--- src/rtl/wclk_precomp_pkg.sv ---
package wclk_precomp_pkg;

  typedef enum logic [1:0] {
    PC_NOMINAL = 2'd0,
    PC_EARLY   = 2'd1,
    PC_LATE    = 2'd2
  } pc_mode_e;

  typedef struct packed {
    logic     valid;
    pc_mode_e mode;
  } line_slot_t;

  // early/late pair -> placement; the illegal pair (1,1) falls back to nominal
  function automatic pc_mode_e decode_mode(input logic e, input logic l);
    case ({e, l})
      2'b10:   return PC_EARLY;
      2'b01:   return PC_LATE;
      default: return PC_NOMINAL;
    endcase
  endfunction

  function automatic logic is_illegal(input logic e, input logic l);
    return e & l;
  endfunction

  // first delay-line stage on which a slot of this mode drives the output
  function automatic int unsigned tap_of(input pc_mode_e m, input int unsigned shift);
    case (m)
      PC_EARLY: return 0;
      PC_LATE:  return 2 * shift;
      default:  return shift;
    endcase
  endfunction

  // true when stage idx lies in the emission window of a slot of mode m
  function automatic logic in_window(input int unsigned idx, input pc_mode_e m,
                                     input int unsigned shift, input int unsigned width);
    int unsigned t;
    t = tap_of(m, shift);
    return (idx >= t) && (idx < t + width);
  endfunction

  // write clock is high during the first `high` states of each counter period
  function automatic logic wclk_level(input int unsigned state, input int unsigned high);
    return state < high;
  endfunction

endpackage

--- src/rtl/wcp_timebase.sv ---
module wcp_timebase #(
  parameter int unsigned DIV_BITS  = 5,
  parameter int unsigned WCLK_HIGH = 4
) (
  input  logic                clk,
  input  logic                rst,
  output logic                wclk,
  output logic                tap_mid,
  output logic                tap_top,
  output logic [DIV_BITS-1:0] div_cnt
);
  import wclk_precomp_pkg::*;

  localparam int unsigned PERIOD = 1 << DIV_BITS;

  logic [DIV_BITS-1:0] cnt_q;
  logic [DIV_BITS-1:0] cnt_nxt;
  logic                wclk_q;

  assign cnt_nxt = cnt_q + 1'b1;

  always_ff @(posedge clk) begin
    if (rst) begin
      cnt_q  <= '0;
      wclk_q <= 1'b0;
    end else begin
      cnt_q  <= cnt_nxt;
      wclk_q <= wclk_level(int'(cnt_nxt), WCLK_HIGH);
    end
  end

  // intermediate taps of the divider (1 MHz and 500 kHz at the default sizes)
  assign tap_mid = cnt_q[DIV_BITS-2];
  assign tap_top = cnt_q[DIV_BITS-1];
  assign wclk    = wclk_q;
  assign div_cnt = cnt_q;

  // once the counter wraps, the write clock must be high
  a_r2_wclk_after_wrap: assert property (@(posedge clk) disable iff (rst)
    (cnt_q == DIV_BITS'(PERIOD - 1)) |=> wclk);

  // the write clock is never high in the upper half of the period
  a_r2_wclk_low_upper: assert property (@(posedge clk) disable iff (rst)
    tap_top |-> !wclk);

endmodule

--- src/rtl/wcp_edge_sampler.sv ---
module wcp_edge_sampler (
  input  logic                       clk,
  input  logic                       rst,
  input  logic                       wd_in,
  input  logic                       early,
  input  logic                       late,
  output logic                       start,
  output wclk_precomp_pkg::pc_mode_e start_mode,
  output logic                       mode_err
);
  import wclk_precomp_pkg::*;

  logic wd_prev_q;
  logic err_q;

  // only a 0-to-1 transition launches a pulse
  assign start      = wd_in & ~wd_prev_q;
  assign start_mode = decode_mode(early, late);

  always_ff @(posedge clk) begin
    if (rst) begin
      wd_prev_q <= 1'b0;
      err_q     <= 1'b0;
    end else begin
      wd_prev_q <= wd_in;
      err_q     <= start & is_illegal(early, late);
    end
  end

  assign mode_err = err_q;

  // the error flag lasts a single cycle
  a_r6_err_single: assert property (@(posedge clk) disable iff (rst)
    mode_err |=> !mode_err);

  // the flag needs a rising write pulse under the illegal code
  a_r6_err_source: assert property (@(posedge clk) disable iff (rst)
    mode_err |-> $past(wd_in && early && late));

endmodule

--- src/rtl/wcp_delay_line.sv ---
module wcp_delay_line #(
  parameter int unsigned SHIFT_CYC = 4,
  parameter int unsigned PULSE_CYC = 4
) (
  input  logic                       clk,
  input  logic                       rst,
  input  logic                       push,
  input  wclk_precomp_pkg::pc_mode_e push_mode,
  output logic                       wd_out,
  output logic                       busy
);
  import wclk_precomp_pkg::*;

  localparam int unsigned DEPTH = 2 * SHIFT_CYC + PULSE_CYC;

  line_slot_t             line_q [DEPTH];
  logic       [DEPTH-1:0] hit;
  logic       [DEPTH-1:0] occ;

  // stage 0 takes the new pulse; each stage carries its own mode
  always_ff @(posedge clk) begin
    if (rst) begin
      line_q[0] <= '{valid: 1'b0, mode: PC_NOMINAL};
    end else begin
      line_q[0] <= '{valid: push, mode: push_mode};
    end
  end

  for (genvar j = 1; j < DEPTH; j++) begin : g_stage
    always_ff @(posedge clk) begin
      if (rst) begin
        line_q[j] <= '{valid: 1'b0, mode: PC_NOMINAL};
      end else begin
        line_q[j] <= line_q[j-1];
      end
    end
  end

  // a stage drives the output while it lies inside its slot's window
  for (genvar j = 0; j < DEPTH; j++) begin : g_tap
    assign occ[j] = line_q[j].valid;
    assign hit[j] = line_q[j].valid &&
                    in_window(j, line_q[j].mode, SHIFT_CYC, PULSE_CYC);
  end

  assign wd_out = |hit;
  assign busy   = |occ;

  // an empty line drives nothing
  a_r1_idle_quiet: assert property (@(posedge clk) disable iff (rst)
    !busy |-> !wd_out);

  // an emitted pulse never lasts a single cycle
  a_r7_min_width: assert property (@(posedge clk) disable iff (rst)
    $rose(wd_out) |=> wd_out);

endmodule

--- src/rtl/wclk_precomp.sv ---
module wclk_precomp #(
  parameter int unsigned DIV_BITS  = 5,
  parameter int unsigned WCLK_HIGH = 4,
  parameter int unsigned SHIFT_CYC = 4,
  parameter int unsigned PULSE_CYC = 4
) (
  input  logic clk,
  input  logic rst,
  input  logic wd_in,
  input  logic early,
  input  logic late,
  output logic wclk,
  output logic wd_out,
  output logic mode_err
);
  import wclk_precomp_pkg::*;

  logic                start;
  pc_mode_e            start_mode;
  logic                tap_mid;
  logic                tap_top;
  logic [DIV_BITS-1:0] div_cnt;
  logic                line_busy;

  wcp_timebase #(
    .DIV_BITS (DIV_BITS),
    .WCLK_HIGH(WCLK_HIGH)
  ) u_timebase (
    .clk    (clk),
    .rst    (rst),
    .wclk   (wclk),
    .tap_mid(tap_mid),
    .tap_top(tap_top),
    .div_cnt(div_cnt)
  );

  wcp_edge_sampler u_sampler (
    .clk       (clk),
    .rst       (rst),
    .wd_in     (wd_in),
    .early     (early),
    .late      (late),
    .start     (start),
    .start_mode(start_mode),
    .mode_err  (mode_err)
  );

  wcp_delay_line #(
    .SHIFT_CYC(SHIFT_CYC),
    .PULSE_CYC(PULSE_CYC)
  ) u_line (
    .clk      (clk),
    .rst      (rst),
    .push     (start),
    .push_mode(start_mode),
    .wd_out   (wd_out),
    .busy     (line_busy)
  );

  // an early launch shows on the output right after its edge
  a_r3_early_immediate: assert property (@(posedge clk) disable iff (rst)
    (start && start_mode == PC_EARLY) |=> wd_out);

  // nominal and late launches stay quiet on the next cycle unless older pulses are in flight
  a_r4_nominal_waits: assert property (@(posedge clk) disable iff (rst)
    (start && start_mode != PC_EARLY && !line_busy) |=> !wd_out);

  // the middle tap is low whenever the write clock is high
  a_r2_mid_tap_low: assert property (@(posedge clk) disable iff (rst)
    wclk |-> (!tap_mid && !tap_top));

  // right after reset every output is low
  a_r1_reset_outputs: assert property (@(posedge clk)
    $past(rst) |-> (!wclk && !wd_out && !mode_err));

endmodule

--- config.mk ---
export PLATFORM = sky130hd
export DESIGN_NAME = wclk_precomp
export DESIGN_NICKNAME = d
export VERILOG_FILES = /design/src/rtl/wclk_precomp_pkg.sv /design/src/rtl/wcp_timebase.sv /design/src/rtl/wcp_edge_sampler.sv /design/src/rtl/wcp_delay_line.sv /design/src/rtl/wclk_precomp.sv
export SDC_FILE = /design/constraint.sdc
export NUM_CORES = 1
export LEC_CHECK = 0
export ABC_AREA = 1
export BUFFER_PORTS_ARGS = -buffer_cell sky130_fd_sc_hd__buf_4
export CORE_MARGIN = 2
export CORE_UTILIZATION = 60
export CTS_CLUSTER_SIZE = 24
export DETAILED_ROUTE_END_ITERATION = 8
export PLACE_DENSITY = 0.78
export SLEW_MARGIN = 15
export SYNTH_ARGS = -nofsm -noshare
export SYNTH_HDL_FRONTEND = slang
export SYNTH_SLANG_ARGS = --single-unit
--- constraint.sdc ---
create_clock -name clk -period 1.9 [get_ports clk]
set_clock_uncertainty 0.1 [all_clocks]
set_input_delay 0.38 -clock clk [delete_from_list [all_inputs] [get_ports clk]]
set_output_delay 0.38 -clock clk [all_outputs]
set_load 0.01 [all_outputs]
=== After elaboration in Yosys (flattened, before gate mapping) ===
Memory sizes are Yosys's and may differ from the RTL's.
Cells that the tools add are included.

* Bits in registers: 8
* Memories kept: 1
* Bits in writable memories: 36
* Output and inout port bits: 3

* Equality and inequality tests: 26
* Add/sub/neg operators: 13
* Reduce and logical (&&, ||, !) cells: 25
* Multiplexer cells: 28
* Bitwise gates (word level): 16
* Order comparisons: 25

{| class="wikitable"
|+ Memory list
! name !! words !! bits a word !! read ports !! clocked after Yosys merged registers in !! write ports !! line !! text
|-
| u_line.line_q || 12 || 3 || 12 || 0 || 12 || wcp_delay_line.sv:16 || <nowiki>line_slot_t line_q [DEPTH];</nowiki>
|}

{| class="wikitable"
|+ Operators with widths
! cell !! count
|-
| $lt A3 B32 Y1 const A || 4
|-
| $lt A4 B32 Y1 const A || 4
|-
| $pmux W4 S2 || 12
|-
| $lt A1 B32 Y1 const A || 2
|-
| $lt A2 B32 Y1 const A || 2
|-
| $add A4 B3 Y5 const B || 12
|-
| $mux W3 || 12
|-
| $eq A2 B1 Y1 const B || 13
|-
| $eq A2 B2 Y1 const B || 13
|-
| $logic_and A1 B1 Y1 || 24
|-
| $ge A3 B4 Y1 const A || 4
|-
| $ge A4 B4 Y1 const A || 4
|-
| $or A1 B1 Y1 || 12
|-
| $reduce_or A12 Y1 || 1
|-
| $ge A1 B4 Y1 const A || 2
|-
| $ge A2 B4 Y1 const A || 2
|-
| $add A5 B1 Y5 const B || 1
|-
| $lt A5 B3 Y1 const B || 1
|-
| $pmux W2 S2 || 1
|-
| $and A1 B1 Y1 || 3
|-
| $mux W1 || 3
|-
| $not A1 Y1 || 1
|}

=== Logic depth before layout (Yosys ltp) ===
An unclocked memory read counts as a cell.

* Depth in word-level cells: 8
* Depth in mapped cells: 7
* Mapped depth without buffers: 7

=== Cells and area by module ===
Synthesis repeated with hierarchy kept, for this count alone.

* Cells, all modules: 200
* Area, all modules: 1561.5 um^2

{| class="wikitable"
|+ Modules (own cells, without submodules)
! module !! area an instance (um^2) !! cells an instance !! seq. area each (um^2) !! instances
|-
| wcp_delay_line || 1217.4 || 153 || 720.7 || 1
|-
| wcp_timebase || 257.7 || 33 || 120.1 || 1
|-
| wcp_edge_sampler || 86.3 || 14 || 40.0 || 1
|}

=== Worst setup path before layout ===
OpenSTA, ideal clock, no wires.

* Kind: register -> output
* From: mem u_line.line_q[1][1] (netlist name)
* To: out wd_out
* Arrival time: 675 ps
* Path slack: 745 ps
* Stages on the path, launching flop included: 7
* Path through: dfxtp_1 > inv_1 > nand2_1 > nand3_1 > nand2_1 > nor2_1 > nand2_1

{| class="wikitable"
|+ RTL lines
! what !! line !! text
|-
| start, declared || wcp_delay_line.sv:16 ||
|-
| end, declared || wclk_precomp.sv:13 || <nowiki>output logic wd_out,</nowiki>
|}

==> impl_metrics.tcl <==
set metrics [dict create \
    outcome "finished clean" \
    sw_frac_of_total_pct 22.2 \
    grt_overflow_total 0 \
    r2r_cells 5 \
    min_period_ns 1.72 \
    synth_seq_cells 44 \
    critPathCapture "wd_out" \
    clkTransAtPathRegs_ns 0.11 \
    netlist_instances 179 \
    synth.distinct_cells 14 \
    crit_path_end_kind "output pin" \
    final_layout_size_suffix_gt1_share_pct 9.57 \
    cts_hold_buffers 0 \
    layout_setup_ws_ns 0.184 \
    fillCellCount 211 \
    ys_warn_count 0 \
    ir_worst_vdd_mv 0.727 \
    report.final.slew_viol_count 0 \
    power_switching_uw 312 \
    post_cts_buffers 0 \
    syn2layout_area_growth_pct 6.67 \
    seq_power_share_pct 67.3 \
    crit_fanout 2 \
    hold_class "in -> reg" \
    io_pins 8 \
    dr.pass1.iters 4 \
    syn_nets 185 \
    synth_area_per_cell_um2 8.28 \
    routed_wl_mm 2.03 \
    crit_required_ns 1.42 \
    p_leak_nw 0.673 \
    hpwlAfterDp_mm 1.42 \
    drtAntennaViolNets 0 \
    tightest_slew_ns 0.413 \
    final_common_cell "inv_1" \
    grt.busiest_layer "met2" \
    clock_latency_ns 0.35 \
    numCtsBuffers 5 \
    grt_usage_pct 16.9 \
    vias 986 \
    cts_buffer_depth 2 \
    hold_violations 0 \
    antenna_found_initial 0 \
    maxCapViolCount 0 \
    drc 0 \
    comb_power_share_pct 3.9 \
    rows 18 \
    core_um2 2410 \
    startpoint "u_line.line_q[0][4]$_SDFF_PP0_" \
    grt_setup_unrepaired "no" \
    post_cts_resized 0 \
    p_total_mw 1.41 \
    power.internal_mw 1.10 \
    die_w_um 53.7 \
    htree_levels 2 \
    fin_nets 194 \
    drt_iter0_drc 19 \
    power_density_nw_per_um2 892 \
    grt_pass1_wl_mm 3.40 \
    seq_area_frac_synth_pct 59.5 \
    port_buffers 7 \
    clock-sinks 44 \
    setup_viol 0 \
    viasPerCell 4.52 \
    dieArea_um2 2880 \
    finalCritPeriodShare_pct 90.3 \
    place_ws_ns 0.560 \
    r2r_end "u_timebase.wclk$_SDFF_PP0_" \
    use_met1_pct 18.9 \
    gp_congestion 0.756 \
    most-common-layout-cells "inv_1 (47), dfxtp_1 (44), nor2_1 (42), nand2_1 (19), nand3_1 (12)" \
    max_freq_mhz 583 \
    use_met3_pct 7.50 \
    crit_type "reg -> out" \
    n_antenna_cell 0 \
    grt_pass1_vias 886 \
    worstReg2RegStart "u_timebase.div_cnt[0]$_SDFF_PP0_" \
    p_clk_share_pct 28.8 \
    cts_tree "done" \
    cts-root-buf "clkbuf_4" \
    grt.met2_usage_pct 27.6 \
    max-slew-margin-rel_pct 72.5 \
    grt_max_degree 43 \
    crit_path_start_kind "flop" \
    cp.arrival_ns 1.24 \
    netlist_area_um2 1480 \
    routedWlPerCell_um 9.29 \
    die_h_um 53.7 \
    start_util_pct 61.5 \
    fin_setup_tns_ns 0 \
    reg2reg_setup_slack_ns 0.72 \
]
metal layers:
layer,vias up,wire (µm)
met5,-,0
met4,0,44
met3,7,99
met2,14,979
met1,441,903
li1,524,-
registers in the layout, summed over array words and instances (netlist names):
register,flops
u_sampler.mode_err,1
u_line.line_q,36
u_timebase.wclk,1
u_sampler.wd_prev_q,1
u_timebase.div_cnt,5
cells in the mapped netlist:
cell type  count  share of area, %
nor3_1         2              0.68
xor2_2         1               1.1
nor3_2         1              0.68
xor2_1         2               1.2
buf_6          2               1.5
buf_2          3               1.0
nand3_2        2               1.4
nand3_1       12               4.1
inv_1         47                12
nor2_4         1              0.76
nand2_1       19               4.8
ha_1           1              0.84
dfxtp_1       44                59
nor2_1        42                11
critical path, stage by stage (launching register included):
cell and delay [ns]:
dfxtp_1 0.33, inv_1 0.05, nand3_1 0.06, nand2_1 0.06
inv_1 0.06, nand2_1 0.05, nor2_1 0.08, nand2_1 0.06
buf_4 0.14
power groups by stage:
stage | combinational (mW) | clock (mW) | sequential [mW]
global placement | 0.0524 | 0 | 0.969
floorplan | 0.0411 | 0 | 0.969
global route | 0.0640 | 0.451 | 0.951
finish | 0.0554 | 0.405 | 0.949
CTS | 0.0559 | 0.415 | 0.949
detailed placement | 0.0553 | 0 | 0.970
per-stage QoR:
stage	area [µm²]	instances	hold slack, ns	utilization, %
floorplan	1480	179	0.303	-
global placement	1530	211	0.307	63.7
detailed placement	1530	211	0.313	63.7
CTS	1580	218	0.0837	65.6
global route	1580	218	0.0725	65.6
finish	1580	218	0.0917	65.6
logic make-up (layout without fill, tap and decap cells):
group	count (synthesis)	in the layout	share of synthesized area, %
xor gates and xnor gates	3	3	2.28
DFF	44	44	59.5
and+or+nand+nor	79	79	23.0
adders and majority gates	1	1	0.844
buffers and inverters	52	61	14.4
worst min path at each step:
stage | from | end | slack [ns] | depth (start not counted)
2_1_floorplan | u_line.line_q[0][8]$_SDFF_PP0_ | u_line.line_q[0][11]$_SDFF_PP0_ | 0.30 | 2
5_1_grt | late | u_line.line_q[0][0]$_SDFF_PP0_ | 0.07 | 2
3_5_place_dp | u_line.line_q[2][7]$_SDFF_PP0_ | u_line.line_q[2][10]$_SDFF_PP0_ | 0.31 | 2
3_3_place_gp | u_line.line_q[2][7]$_SDFF_PP0_ | u_line.line_q[2][10]$_SDFF_PP0_ | 0.31 | 2
6_report | late | u_line.line_q[0][0]$_SDFF_PP0_ | 0.09 | 2
4_1_cts | late | u_line.line_q[0][0]$_SDFF_PP0_ | 0.08 | 2
cell type report:
cell class	instances	area, µm²	share of cell area, %
repair buffers	7	52.6	3.33
flip-flops and latches	44	881	55.7
clock buffers	6	41.3	2.61
clock inverters	1	5.00	0.317
multi-input cells	83	387	24.5
well taps	30	37.5	2.38
inverters	47	176	11.2
No activity file was read; power rests on OpenSTA's default activity.
